$ cat src/rtl/tmr16_pkg.sv
package tmr16_pkg;
  localparam int unsigned CNT_W  = 16;
  localparam int unsigned BYTE_W = 8;
  localparam int unsigned NBYTES = CNT_W / BYTE_W;
  localparam int unsigned ADDR_W = 3;

  typedef enum logic [1:0] {
    MODE_OFF,
    MODE_BAUD,
    MODE_RELOAD,
    MODE_CAPTURE
  } tmr_mode_e;

  localparam logic [ADDR_W-1:0] A_CTRL   = 3'd0;
  localparam logic [ADDR_W-1:0] A_CNT_LO = 3'd1;
  localparam logic [ADDR_W-1:0] A_CAP_LO = 3'd3;

  localparam int unsigned B_RUN   = 0;
  localparam int unsigned B_SRC   = 1;
  localparam int unsigned B_CAPM  = 2;
  localparam int unsigned B_EXEN  = 3;
  localparam int unsigned B_RXCK  = 4;
  localparam int unsigned B_TXCK  = 5;
  localparam int unsigned B_EXTF  = 6;
  localparam int unsigned B_OVF   = 7;
endpackage

$ cat src/rtl/tmr16_fall_det.sv
module tmr16_fall_det #(
  parameter int unsigned STAGES = 2
) (
  input  logic clk,
  input  logic rst_n,
  input  logic pin_i,
  output logic fall_o
);
  logic [STAGES-1:0] sync_q;
  logic [STAGES-1:0] sync_d;
  logic              last_q;

  assign sync_d[0] = pin_i;
  for (genvar g = 1; g < STAGES; g++) begin : g_chain
    assign sync_d[g] = sync_q[g-1];
  end

  always_ff @(posedge clk or negedge rst_n) begin
    if (!rst_n) begin
      sync_q <= '0;
      last_q <= 1'b0;
    end else begin
      sync_q <= sync_d;
      last_q <= sync_q[STAGES-1];
    end
  end

  assign fall_o = last_q & ~sync_q[STAGES-1];


  fall_single_chk: assert property (@(posedge clk) disable iff (!rst_n)
    fall_o |=> !fall_o);
endmodule

$ cat src/rtl/tmr16_ctrl.sv
module tmr16_ctrl
  import tmr16_pkg::*;
(
  input  logic             clk,
  input  logic             rst_n,
  input  logic             wr_i,
  input  logic [BYTE_W-1:0] wd_i,
  input  logic             set_ovf_i,
  input  logic             set_ext_i,
  output logic [BYTE_W-1:0] ctrl_o,
  output tmr_mode_e        mode_o
);
  logic [BYTE_W-1:0] ctrl_q;
  logic [BYTE_W-1:0] ctrl_d;
  logic              ctrl_en;

  always_comb begin
    ctrl_d = wr_i ? wd_i : ctrl_q;
    ctrl_d[B_OVF]  = ctrl_d[B_OVF]  | set_ovf_i;
    ctrl_d[B_EXTF] = ctrl_d[B_EXTF] | set_ext_i;
    ctrl_en = wr_i | set_ovf_i | set_ext_i;
  end

  always_ff @(posedge clk or negedge rst_n) begin
    if (!rst_n)       ctrl_q <= '0;
    else if (ctrl_en) ctrl_q <= ctrl_d;
  end

  always_comb begin
    if (!ctrl_q[B_RUN])                       mode_o = MODE_OFF;
    else if (ctrl_q[B_RXCK] | ctrl_q[B_TXCK]) mode_o = MODE_BAUD;
    else if (ctrl_q[B_CAPM])                  mode_o = MODE_CAPTURE;
    else                                      mode_o = MODE_RELOAD;
  end

  assign ctrl_o = ctrl_q;


  ovf_set_chk: assert property (@(posedge clk) disable iff (!rst_n)
    set_ovf_i |=> ctrl_q[B_OVF]);

  ext_set_chk: assert property (@(posedge clk) disable iff (!rst_n)
    set_ext_i |=> ctrl_q[B_EXTF]);

  ovf_sticky_chk: assert property (@(posedge clk) disable iff (!rst_n)
    (ctrl_q[B_OVF] && !wr_i) |=> ctrl_q[B_OVF]);

  ext_sticky_chk: assert property (@(posedge clk) disable iff (!rst_n)
    (ctrl_q[B_EXTF] && !wr_i) |=> ctrl_q[B_EXTF]);
endmodule

$ cat src/rtl/tmr16_core.sv
module tmr16_core
  import tmr16_pkg::*;
(
  input  logic              clk,
  input  logic              rst_n,
  input  tmr_mode_e         mode_i,
  input  logic              src_ext_i,
  input  logic              ext_en_i,
  input  logic              tick_i,
  input  logic              cnt_fall_i,
  input  logic              trig_fall_i,
  input  logic              wr_en_i,
  input  logic [ADDR_W-1:0] wr_addr_i,
  input  logic [BYTE_W-1:0] wr_data_i,
  output logic [CNT_W-1:0]  cnt_o,
  output logic [CNT_W-1:0]  cap_o,
  output logic              roll_o,
  output logic              ext_hit_o
);
  logic [CNT_W-1:0]  cnt_q, cnt_d, cap_q, cap_d;
  logic [NBYTES-1:0] cnt_bwe, cap_bwe;
  logic              active, inc, reload, capture, cnt_en, cap_en;

  for (genvar g = 0; g < NBYTES; g++) begin : g_lane
    assign cnt_bwe[g] = wr_en_i && (wr_addr_i == ADDR_W'(A_CNT_LO + g));
    assign cap_bwe[g] = wr_en_i && (wr_addr_i == ADDR_W'(A_CAP_LO + g));
  end

  always_comb begin
    active    = (mode_i == MODE_RELOAD) || (mode_i == MODE_CAPTURE);
    inc       = active && (src_ext_i ? cnt_fall_i : tick_i);
    roll_o    = inc && (cnt_q == '1);
    ext_hit_o = active && ext_en_i && trig_fall_i;
    reload    = (mode_i == MODE_RELOAD) && (roll_o || ext_hit_o);
    capture   = (mode_i == MODE_CAPTURE) && ext_hit_o;
  end

  always_comb begin
    cnt_d = cnt_q;
    if (|cnt_bwe) begin
      for (int b = 0; b < NBYTES; b++)
        if (cnt_bwe[b]) cnt_d[b*BYTE_W +: BYTE_W] = wr_data_i;
    end else if (reload) begin
      cnt_d = cap_q;
    end else if (inc) begin
      cnt_d = cnt_q + 1'b1;
    end
    cnt_en = (|cnt_bwe) | reload | inc;
  end

  always_comb begin
    cap_d = cap_q;
    if (|cap_bwe) begin
      for (int b = 0; b < NBYTES; b++)
        if (cap_bwe[b]) cap_d[b*BYTE_W +: BYTE_W] = wr_data_i;
    end else if (capture) begin
      cap_d = cnt_q;
    end
    cap_en = (|cap_bwe) | capture;
  end

  always_ff @(posedge clk or negedge rst_n) begin
    if (!rst_n)      cnt_q <= '0;
    else if (cnt_en) cnt_q <= cnt_d;
  end

  always_ff @(posedge clk or negedge rst_n) begin
    if (!rst_n)      cap_q <= '0;
    else if (cap_en) cap_q <= cap_d;
  end

  assign cnt_o = cnt_q;
  assign cap_o = cap_q;


  idle_hold_chk: assert property (@(posedge clk) disable iff (!rst_n)
    (!active && !(|cnt_bwe)) |=> $stable(cnt_q));

  reload_load_chk: assert property (@(posedge clk) disable iff (!rst_n)
    (reload && !(|cnt_bwe) && !(|cap_bwe)) |=> (cnt_q == $past(cap_q)));

  capture_wrap_chk: assert property (@(posedge clk) disable iff (!rst_n)
    ((mode_i == MODE_CAPTURE) && roll_o && !(|cnt_bwe)) |=> (cnt_q == '0));

  capture_copy_chk: assert property (@(posedge clk) disable iff (!rst_n)
    (capture && !(|cap_bwe)) |=> (cap_q == $past(cnt_q)));
endmodule

$ cat src/rtl/tmr16_capreload.sv
module tmr16_capreload
  import tmr16_pkg::*;
#(
  parameter int unsigned SYNC_STAGES = 2
) (
  input  logic        clk,
  input  logic        rst_n,
  input  logic        tick_i,
  input  logic        cnt_pin_i,
  input  logic        trig_pin_i,
  input  logic        wr_en_i,
  input  logic [2:0]  wr_addr_i,
  input  logic [7:0]  wr_data_i,
  input  logic [2:0]  rd_addr_i,
  output logic [7:0]  rd_data_o,
  output logic        irq_o
);
  logic              cnt_fall, trig_fall, roll, ext_hit, ctrl_wr;
  logic [BYTE_W-1:0] ctrl;
  logic [CNT_W-1:0]  cnt, cap;
  tmr_mode_e         mode;

  assign ctrl_wr = wr_en_i && (wr_addr_i == A_CTRL);

  tmr16_fall_det #(.STAGES(SYNC_STAGES)) u_cnt_edge (
    .clk(clk), .rst_n(rst_n), .pin_i(cnt_pin_i), .fall_o(cnt_fall));

  tmr16_fall_det #(.STAGES(SYNC_STAGES)) u_trig_edge (
    .clk(clk), .rst_n(rst_n), .pin_i(trig_pin_i), .fall_o(trig_fall));

  tmr16_ctrl u_ctrl (
    .clk(clk), .rst_n(rst_n), .wr_i(ctrl_wr), .wd_i(wr_data_i),
    .set_ovf_i(roll), .set_ext_i(ext_hit), .ctrl_o(ctrl), .mode_o(mode));

  tmr16_core u_core (
    .clk(clk), .rst_n(rst_n), .mode_i(mode), .src_ext_i(ctrl[B_SRC]),
    .ext_en_i(ctrl[B_EXEN]), .tick_i(tick_i), .cnt_fall_i(cnt_fall),
    .trig_fall_i(trig_fall), .wr_en_i(wr_en_i), .wr_addr_i(wr_addr_i),
    .wr_data_i(wr_data_i), .cnt_o(cnt), .cap_o(cap), .roll_o(roll),
    .ext_hit_o(ext_hit));

  always_comb begin
    case (rd_addr_i)
      3'd0:    rd_data_o = ctrl;
      3'd1:    rd_data_o = cnt[7:0];
      3'd2:    rd_data_o = cnt[15:8];
      3'd3:    rd_data_o = cap[7:0];
      3'd4:    rd_data_o = cap[15:8];
      default: rd_data_o = '0;
    endcase
  end

  assign irq_o = ctrl[B_OVF] | ctrl[B_EXTF];


  irq_cause_chk: assert property (@(posedge clk) disable iff (!rst_n)
    $rose(irq_o) |-> $past(roll | ext_hit | ctrl_wr));
endmodule

$ cat config.mk
export PLATFORM = sky130hd
export DESIGN_NAME = tmr16_capreload
export DESIGN_NICKNAME = d
export VERILOG_FILES = /design/src/rtl/tmr16_pkg.sv /design/src/rtl/tmr16_fall_det.sv /design/src/rtl/tmr16_ctrl.sv /design/src/rtl/tmr16_core.sv /design/src/rtl/tmr16_capreload.sv
export SDC_FILE = /design/constraint.sdc
export NUM_CORES = 1
export LEC_CHECK = 0
export BUFFER_PORTS_ARGS = -buffer_cell sky130_fd_sc_hd__buf_2
export CELL_PAD_IN_SITES_DETAIL_PLACEMENT = 0
export CELL_PAD_IN_SITES_GLOBAL_PLACEMENT = 2
export CORE_MARGIN = 1
export CORE_UTILIZATION = 34
export DETAILED_ROUTE_END_ITERATION = 8
export GPL_TIMING_DRIVEN = 0
export PLACE_DENSITY = 0.82
export RECOVER_POWER = 100
export SETUP_SLACK_MARGIN = 0.5
export SLEW_MARGIN = 20
export SYNTH_ARGS = -nofsm -noshare
export SYNTH_HDL_FRONTEND = slang
export SYNTH_SLANG_ARGS = --single-unit
$ cat constraint.sdc
create_clock -name clk -period 2.41 [get_ports clk]
set_clock_uncertainty 0.05 [all_clocks]
set_input_delay 0.1205 -clock clk [delete_from_list [all_inputs] [get_ports clk]]
set_output_delay 0.1205 -clock clk [all_outputs]
set_load 0.05 [all_outputs]
==> results of run 1 <==
-- worst min-delay path by stage --
stage / startpoint / endpoint / slack, ps / cells after the start
global placement: cnt_pin_i / u_cnt_edge.sync_q[0] / 180 / 1
CTS: wr_data_i[2] / u_ctrl.ctrl_o[2] / 50 / 3
detailed placement: rst_n / u_core.cnt_o[1] / 130 / 1
global route: wr_data_i[7] / u_ctrl.ctrl_o[7] / 60 / 2
floorplan: rst_n / u_cnt_edge.last_q / -230 / 0
finish: wr_data_i[7] / u_ctrl.ctrl_o[7] / 50 / 2
-- kinds of logic (layout without fill, tap and decap cells) --
kind of cell	after synthesis	in the layout
mux	56	56
fa+ha+maj	1	1
flops	46	46
xor+xnor	12	12
simple gates	115	115
compound gates	78	78
buf+inv	28	96
-- per-layer routing --
metal	share of wire	track usage	vias to the layer above
met5	0	0	-
met4	0.026	0.0781	0
met3	0.046	0.0251	18
met2	0.47	0.373	101
met1	0.46	0.331	1526
li1	-	-	1393
-- registers in the layout, summed over array words and instances, names as in the netlist --
name / count
u_cnt_edge.sync_q: 2
u_ctrl.ctrl_o: 8
u_core.cap_o: 16
u_trig_edge.last_q: 1
u_core.cnt_o: 16
u_trig_edge.sync_q: 2
u_cnt_edge.last_q: 1
-- layout make-up --
cell class / count / area, um^2
Multi-Input combinational cell: 262 / 2100
Clock buffer: 5 / 68.8
Fill cell: 880 / 4760
Tap cell: 108 / 135
Sequential cell: 46 / 1160
Buffer: 21 / 139
Inverter: 7 / 26.3
Timing Repair Buffer: 60 / 438
Clock inverter: 3 / 23.8
-- layout by cell type, fill, tap and decap left out, drive strengths merged, types with 4 or more instances in the layout --
cell,n
or4,4
nand3,11
buf,49
xor2,5
mux2i,29
a21oi,14
or3,9
dfrtp,46
nor2b,4
mux2,26
and3,5
o21ai,20
nor3,7
o22ai,9
xnor2,7
o31ai,5
nand2,27
a31oi,5
nand4,7
a31o,6
inv,8
nand2b,5
clkbuf,34
nor2,18
-- through the flow --
stage	area [um^2]	setup slack (ps)	hold WS (ps)
after floorplan	3190	196	-225
after global placement	3460	-405	179
after detailed placement	3460	-407	131
after CTS	4030	82.5	49.2
after global routing	4090	33.9	55.1
final	4090	82.7	53.3
-- report_power, final --
| group | internal (W) | switching [W] | leakage [nW] |
|---|---|---|---|
| combinational | 0.000737 | 0.000862 | 1.09 |
| sequential | 0.00103 | 0.000333 | 0.564 |
| clock | 0.000208 | 0.000300 | 0.0408 |
-- worst max-delay path, stage by stage (launching register included) --
cell and delay [ps]:
dfrtp_2 440, ha_4 170, nand4_4 130, or4_1 450
o31a_1 290, clkbuf_4 150, or3_1 340, a31o_2 200
-- what timing repair did --
action / in CTS / in global routing
setup buffers: 22 / 7
pin swaps: 15 / 12
setup endpoints to repair: 41 / 41
resized for setup: 60 / 30
hold buffers: 3 / 0
cloned: 2 / 0
endpoints found under the hold margin: 48 / 0
==> results by group, run 1 <==
Outcome
  – Status: complete, no violations

Critical path
  – Worst r2r dst: u_core.cnt_o[9]
  – Worst Setup EP: u_core.cnt_o[9]
  – Reg2Reg Launch Point: u_core.cnt_o[1]
  – WP data arrival: 2480 ps
  – Crit path launch type: register
  – R2r worst-path depth: 7
  – Critical Path RT: around 2600 ps
  – CP Max Fanout: 5
  – CP Class: register to register
  – R2R setup slack: roughly 83 ps
  – Worst Setup SP: u_core.cnt_o[1]
  – Crit path capture type: register

Power and ir drop
  – Maximum vdd drop: 338 uV
  – Leakage power: 1.69 nW
  – PD cells: 848 nW/um^2
  – Design Power: 0.00347 W

Clock tree
  – Clk Latency, worst-skew pair: 300 ps
  – H-tree levels: 2
  – Clk sink count: 46
  – CTS Buf Count: 5
  – Clk buf depth: 2
  – CTS tree: yes
  – Clock Pin Slew Worst Setup and Hold Paths: 100 ps
  – Root buf cell: clkbuf_8

STA
  – Final Cycle Share: 0.966
  – F_max: 430 MHz
  – Setup TNS: 0 ps
  – Slew Limit Fails: 0
  – Final setup fails: 0
  – Max_slew headroom: 0.181
  – Final Hold Viols: 0
  – Fin crit period: about 2300 ps
  – RSZ-0062 raised after global routing: true
  – Worst-Margin Slew: 1230 ps

Floorplanning
  – FP Rows: 34
  – Initial Util: 0.355
  – Total core area: between 8000 and 9000 um^2
  – Die Wd: 98.1 um
  – DIE AREA: 9620 um^2
  – I/O Pins: 29
  – Die H: 98.1 um

Placement
  – Routability Congestion: ~0.94
  – Dpl hpwl: 7470 um
  – Placed Cells: 470
  – PortBufs: 26

Routing
  – Routed Antenna Nets: 0
  – Vias: 3038
  – DR WL/cell: 21.2 um
  – Drt total wl: 10800 um
  – First-pass iteration count of the detailed router: 4
  – Initial DRC Count: 182
  – Drt drc: 0
  – DR vias/cell: just under 6

Synthesis
  – XOR/XNOR Fraction of Synth Area: 0.0335
  – Post-synth cell types: 54
  – Top-count cell post-synth: dfrtp_1
  – Post-synth ARST share: 1.00
  – EDFF count, synth: 0
  – Largest family of logic cells by synthesized area: simple AND/OR/NAND/NOR gates
  – Cell taking the most area after synthesis: dfrtp_1
  – Mux cell area share after synthesis: 0.193
  – Sequential share of the synthesized area: 0.367
  – Post-synthesis compound-gate area fraction: 0.161
  – Mapped Area: 3140 um^2
  – Syn Nets: 357
  – Post-Synth Simple-Gate Area: 0.203
  – Synth Instances: 336
  – FF+latch count, synth: 46
  – Post-synth top cells: dfrtp_1 (46), mux2i_1 (29), nand2_1 (27), mux2_2 (26), o21ai_0 (20)
  – Top cells by area, synth: dfrtp_1 (37%), mux2_2 (9.3%), mux2i_1 (9.3%)
  – Post-Syn Area per Cell: around 9.3 um^2
  – Synth warn: 0
  – Top_reg_cell synth: dfrtp_1
  – Adder-cell area share of the yosys netlist: 0.00399
  – Area fraction of the dominant cell type after synthesis: 0.367

Final layout
  – Final Instance Count excl. Fillers: 512
  – Ratio of cells with drive above 1 in the final layout: 0.342
  – Synth-to-layout area growth: 30.3%
  – Fin nets: 424
  – Fin util: 0.462
  – Diodes inserted: 0

Global route
  – Total global-route track usage: 0.234
  – Grt total ovfl: 0
  – First-pass GRT wire length: 17100 um
  – Vias in the first global route: around 3k
  – Initial antenna violation count: 0
  – Largest net degree at the start of global routing: 47

Run
  – Max-cap violations: 0

Min path
  – Hold Crit Class: primary input to register
No activity file was read; power rests on OpenSTA's default activity.
==> run 2, diff against run 1 <==
Settings changed: PLACE_DENSITY 0.82 to default, PLACE_DENSITY_LB_ADDON from default to 0.1.
==> results by group, run 2 (synthesis gave the netlist of run 1 again) <==
STA
  – RSZ-0062 raised after global routing: true
  – Final Hold Viols: 0
  – Final hold slack: 68.2 ps
  – Max_slew headroom: 0.172
  – Fin crit period: about 2300 ps
  – F_max: 440 MHz
  – Worst-Margin Slew: around 1200 ps
  – Slew Limit Fails: 0
  – Final setup fails: 0
  – Final Cycle Share: 0.943

Critical path
  – CP Class: register to register
  – CP max stage delay: 440 ps
  – Crit path capture type: register
  – Worst r2r dst: u_core.cnt_o[6]
  – WP data arrival: 2450 ps
  – R2R setup slack: 140 ps
  – Critical Path RT: 2580 ps
  – Reg2Reg Launch Point: u_trig_edge.sync_q[1]
  – Slowest stage cell, crit path: dfrtp_1
  – R2r worst-path depth: 8
  – Crit-path cells: and3b_1 > clkbuf_1 > nand2_1 > o31a_1 > buf_6 > buf_4 > a211o_1 > a41oi_1
  – Crit path launch type: register
  – CP Max Fanout: 10

Floorplanning
  – I/O Pins: 29
  – Initial Util: 0.355
  – Die Wd: 98.1 um
  – Total core area: slightly below 9000 um^2
  – Die H: 98.1 um
  – DIE AREA: 9620 um^2
  – FP Rows: 34

Final layout
  – Fillers: between 900 and 1k
  – Most common cell after layout, fill and taps aside: dfrtp_1
  – Fin nets: 429
  – Fin area: 4130 um^2
  – Ratio of cells with drive above 1 in the final layout: 0.357
  – Most frequent cells in the layout: dfrtp_1 (35), buf_4 (32), mux2i_1 (29)
  – Diodes inserted: 0
  – Synth-to-layout area growth: 31.5%

Routing
  – Vias: 3004
  – Initial DRC Count: between 200 and 250
  – DR vias/cell: about 5.8
  – Drt drc: 0
  – First-pass iteration count of the detailed router: 5
  – Routed Antenna Nets: 0
  – DR WL/cell: approximately 22 um
  – Drt total wl: between 10000 and 15000 um

Clock tree
  – CTS Buf Count: 5
  – CTS tree: yes
  – H-tree levels: 2
  – Clk Latency, worst-skew pair: 310 ps
  – Clk sink count: between 40 and 50
  – Clock Pin Slew Worst Setup and Hold Paths: 100 ps
  – Clk buf depth: 2
  – Root buf cell: clkbuf_8

Min path
  – Hold_sp: wr_data_i[2]
  – Hold Crit Class: primary input to register
  – Hold Crit Depth: 3
  – Hold path endpoint: u_ctrl.ctrl_o[2]

Power and ir drop
  – PD cells: 858 nW/um^2
  – P_int: a little over 0.002 W
  – Switching part of the total: 0.423
  – Comb power frac: 0.478
  – Leakage power: 1.76 nW
  – Design Power: 0.00354 W
  – Maximum vdd drop: around 350 uV
  – Sw Pwr: 0.00150 W
  – Sequential power share: 0.372
  – Clk pwr share: 0.150

Global route
  – First-pass GRT wire length: between 15000 and 20000 um
  – Largest net degree at the start of global routing: 47
  – Total global-route track usage: 0.243
  – Vias in the first global route: 2891
  – Grt total ovfl: 0
  – Initial antenna violation count: 0

Placement
  – Placed inst area: 3460 um^2
  – PortBufs: 26
  – Dpl hpwl: between 7000 and 8000 um
  – Routability Congestion: 0.859

Run
  – Max-cap violations: 0

Outcome
  – Status: complete, no violations
[run 2: timing repair]
action	4_1_cts	5_1_grt
hold endpoints to repair	48	0
hold buffers	3	0
buffers inserted	27	9
cloned	0	0
pin swaps	10	10
setup endpoints to repair	41	40
resized for setup	62	30
[run 2: power groups by stage]
| stage | Clock, W | Sequential, W | Combinational (W) |
|---|---|---|---|
| 6_report | 0.000530 | 0.00132 | 0.00169 |
| 5_1_grt | 0.000560 | 0.00135 | 0.00185 |
| 4_1_cts | 0.000532 | 0.00132 | 0.00161 |
| 3_5_place_dp | 0 | 0.00136 | 0.00132 |
| 3_3_place_gp | 0 | 0.00136 | 0.00132 |
| 2_1_floorplan | 0 | 0.00124 | 0.00103 |
[run 2: per-layer routing]
layer | global-route usage | share of wire
met1 | 0.358 | 0.49
met2 | 0.390 | 0.47
met3 | 0.0243 | 0.033
met4 | 0.0408 | 0.0057
met5 | 0 | 0
[run 2: metrics by stage]
step	setup TNS, ps	utilization	setup slack (ps)	cells
finish	0	0.466	137	517
global route	0	0.466	76.5	517
CTS	0	0.456	158	508
detailed placement	-3440	0.391	-360	470
global placement	-3360	0.391	-345	470
floorplan	0	-	196	336
[run 2: worst max path at each step]
| stage | from | end | slack, ps | cells after the start |
|---|---|---|---|---|
| after floorplan | u_core.cnt_o[0] | u_core.cnt_o[11] | 200 | 7 |
| after global placement | u_ctrl.ctrl_o[2] | u_core.cnt_o[3] | -340 | 6 |
| after detailed placement | u_ctrl.ctrl_o[2] | u_core.cnt_o[3] | -360 | 6 |
| after CTS | u_core.cnt_o[0] | u_core.cnt_o[10] | 160 | 7 |
| after global routing | u_trig_edge.sync_q[1] | u_core.cnt_o[6] | 80 | 8 |
| final | u_trig_edge.sync_q[1] | u_core.cnt_o[6] | 140 | 8 |
[run 2: cell type report]
cell class | count | area [um^2] | area share
Clock buffer | 6 | 82.6 | 0.0200
Inverter | 7 | 26.3 | 0.00637
Multi-Input combinational cell | 262 | 2090 | 0.507
Sequential cell | 46 | 1160 | 0.282
Clock inverter | 2 | 12.5 | 0.00303
Tap cell | 108 | 135 | 0.0327
Timing Repair Buffer | 65 | 458 | 0.111
Buffer | 21 | 154 | 0.0373
[run 2: worst max-delay path: cells and delay by family, from the launching register on]
family | cells | cell delay (ps)
flops | 1 | 440
buf+inv | 3 | 580
compound gates | 3 | 620
simple gates | 2 | 510
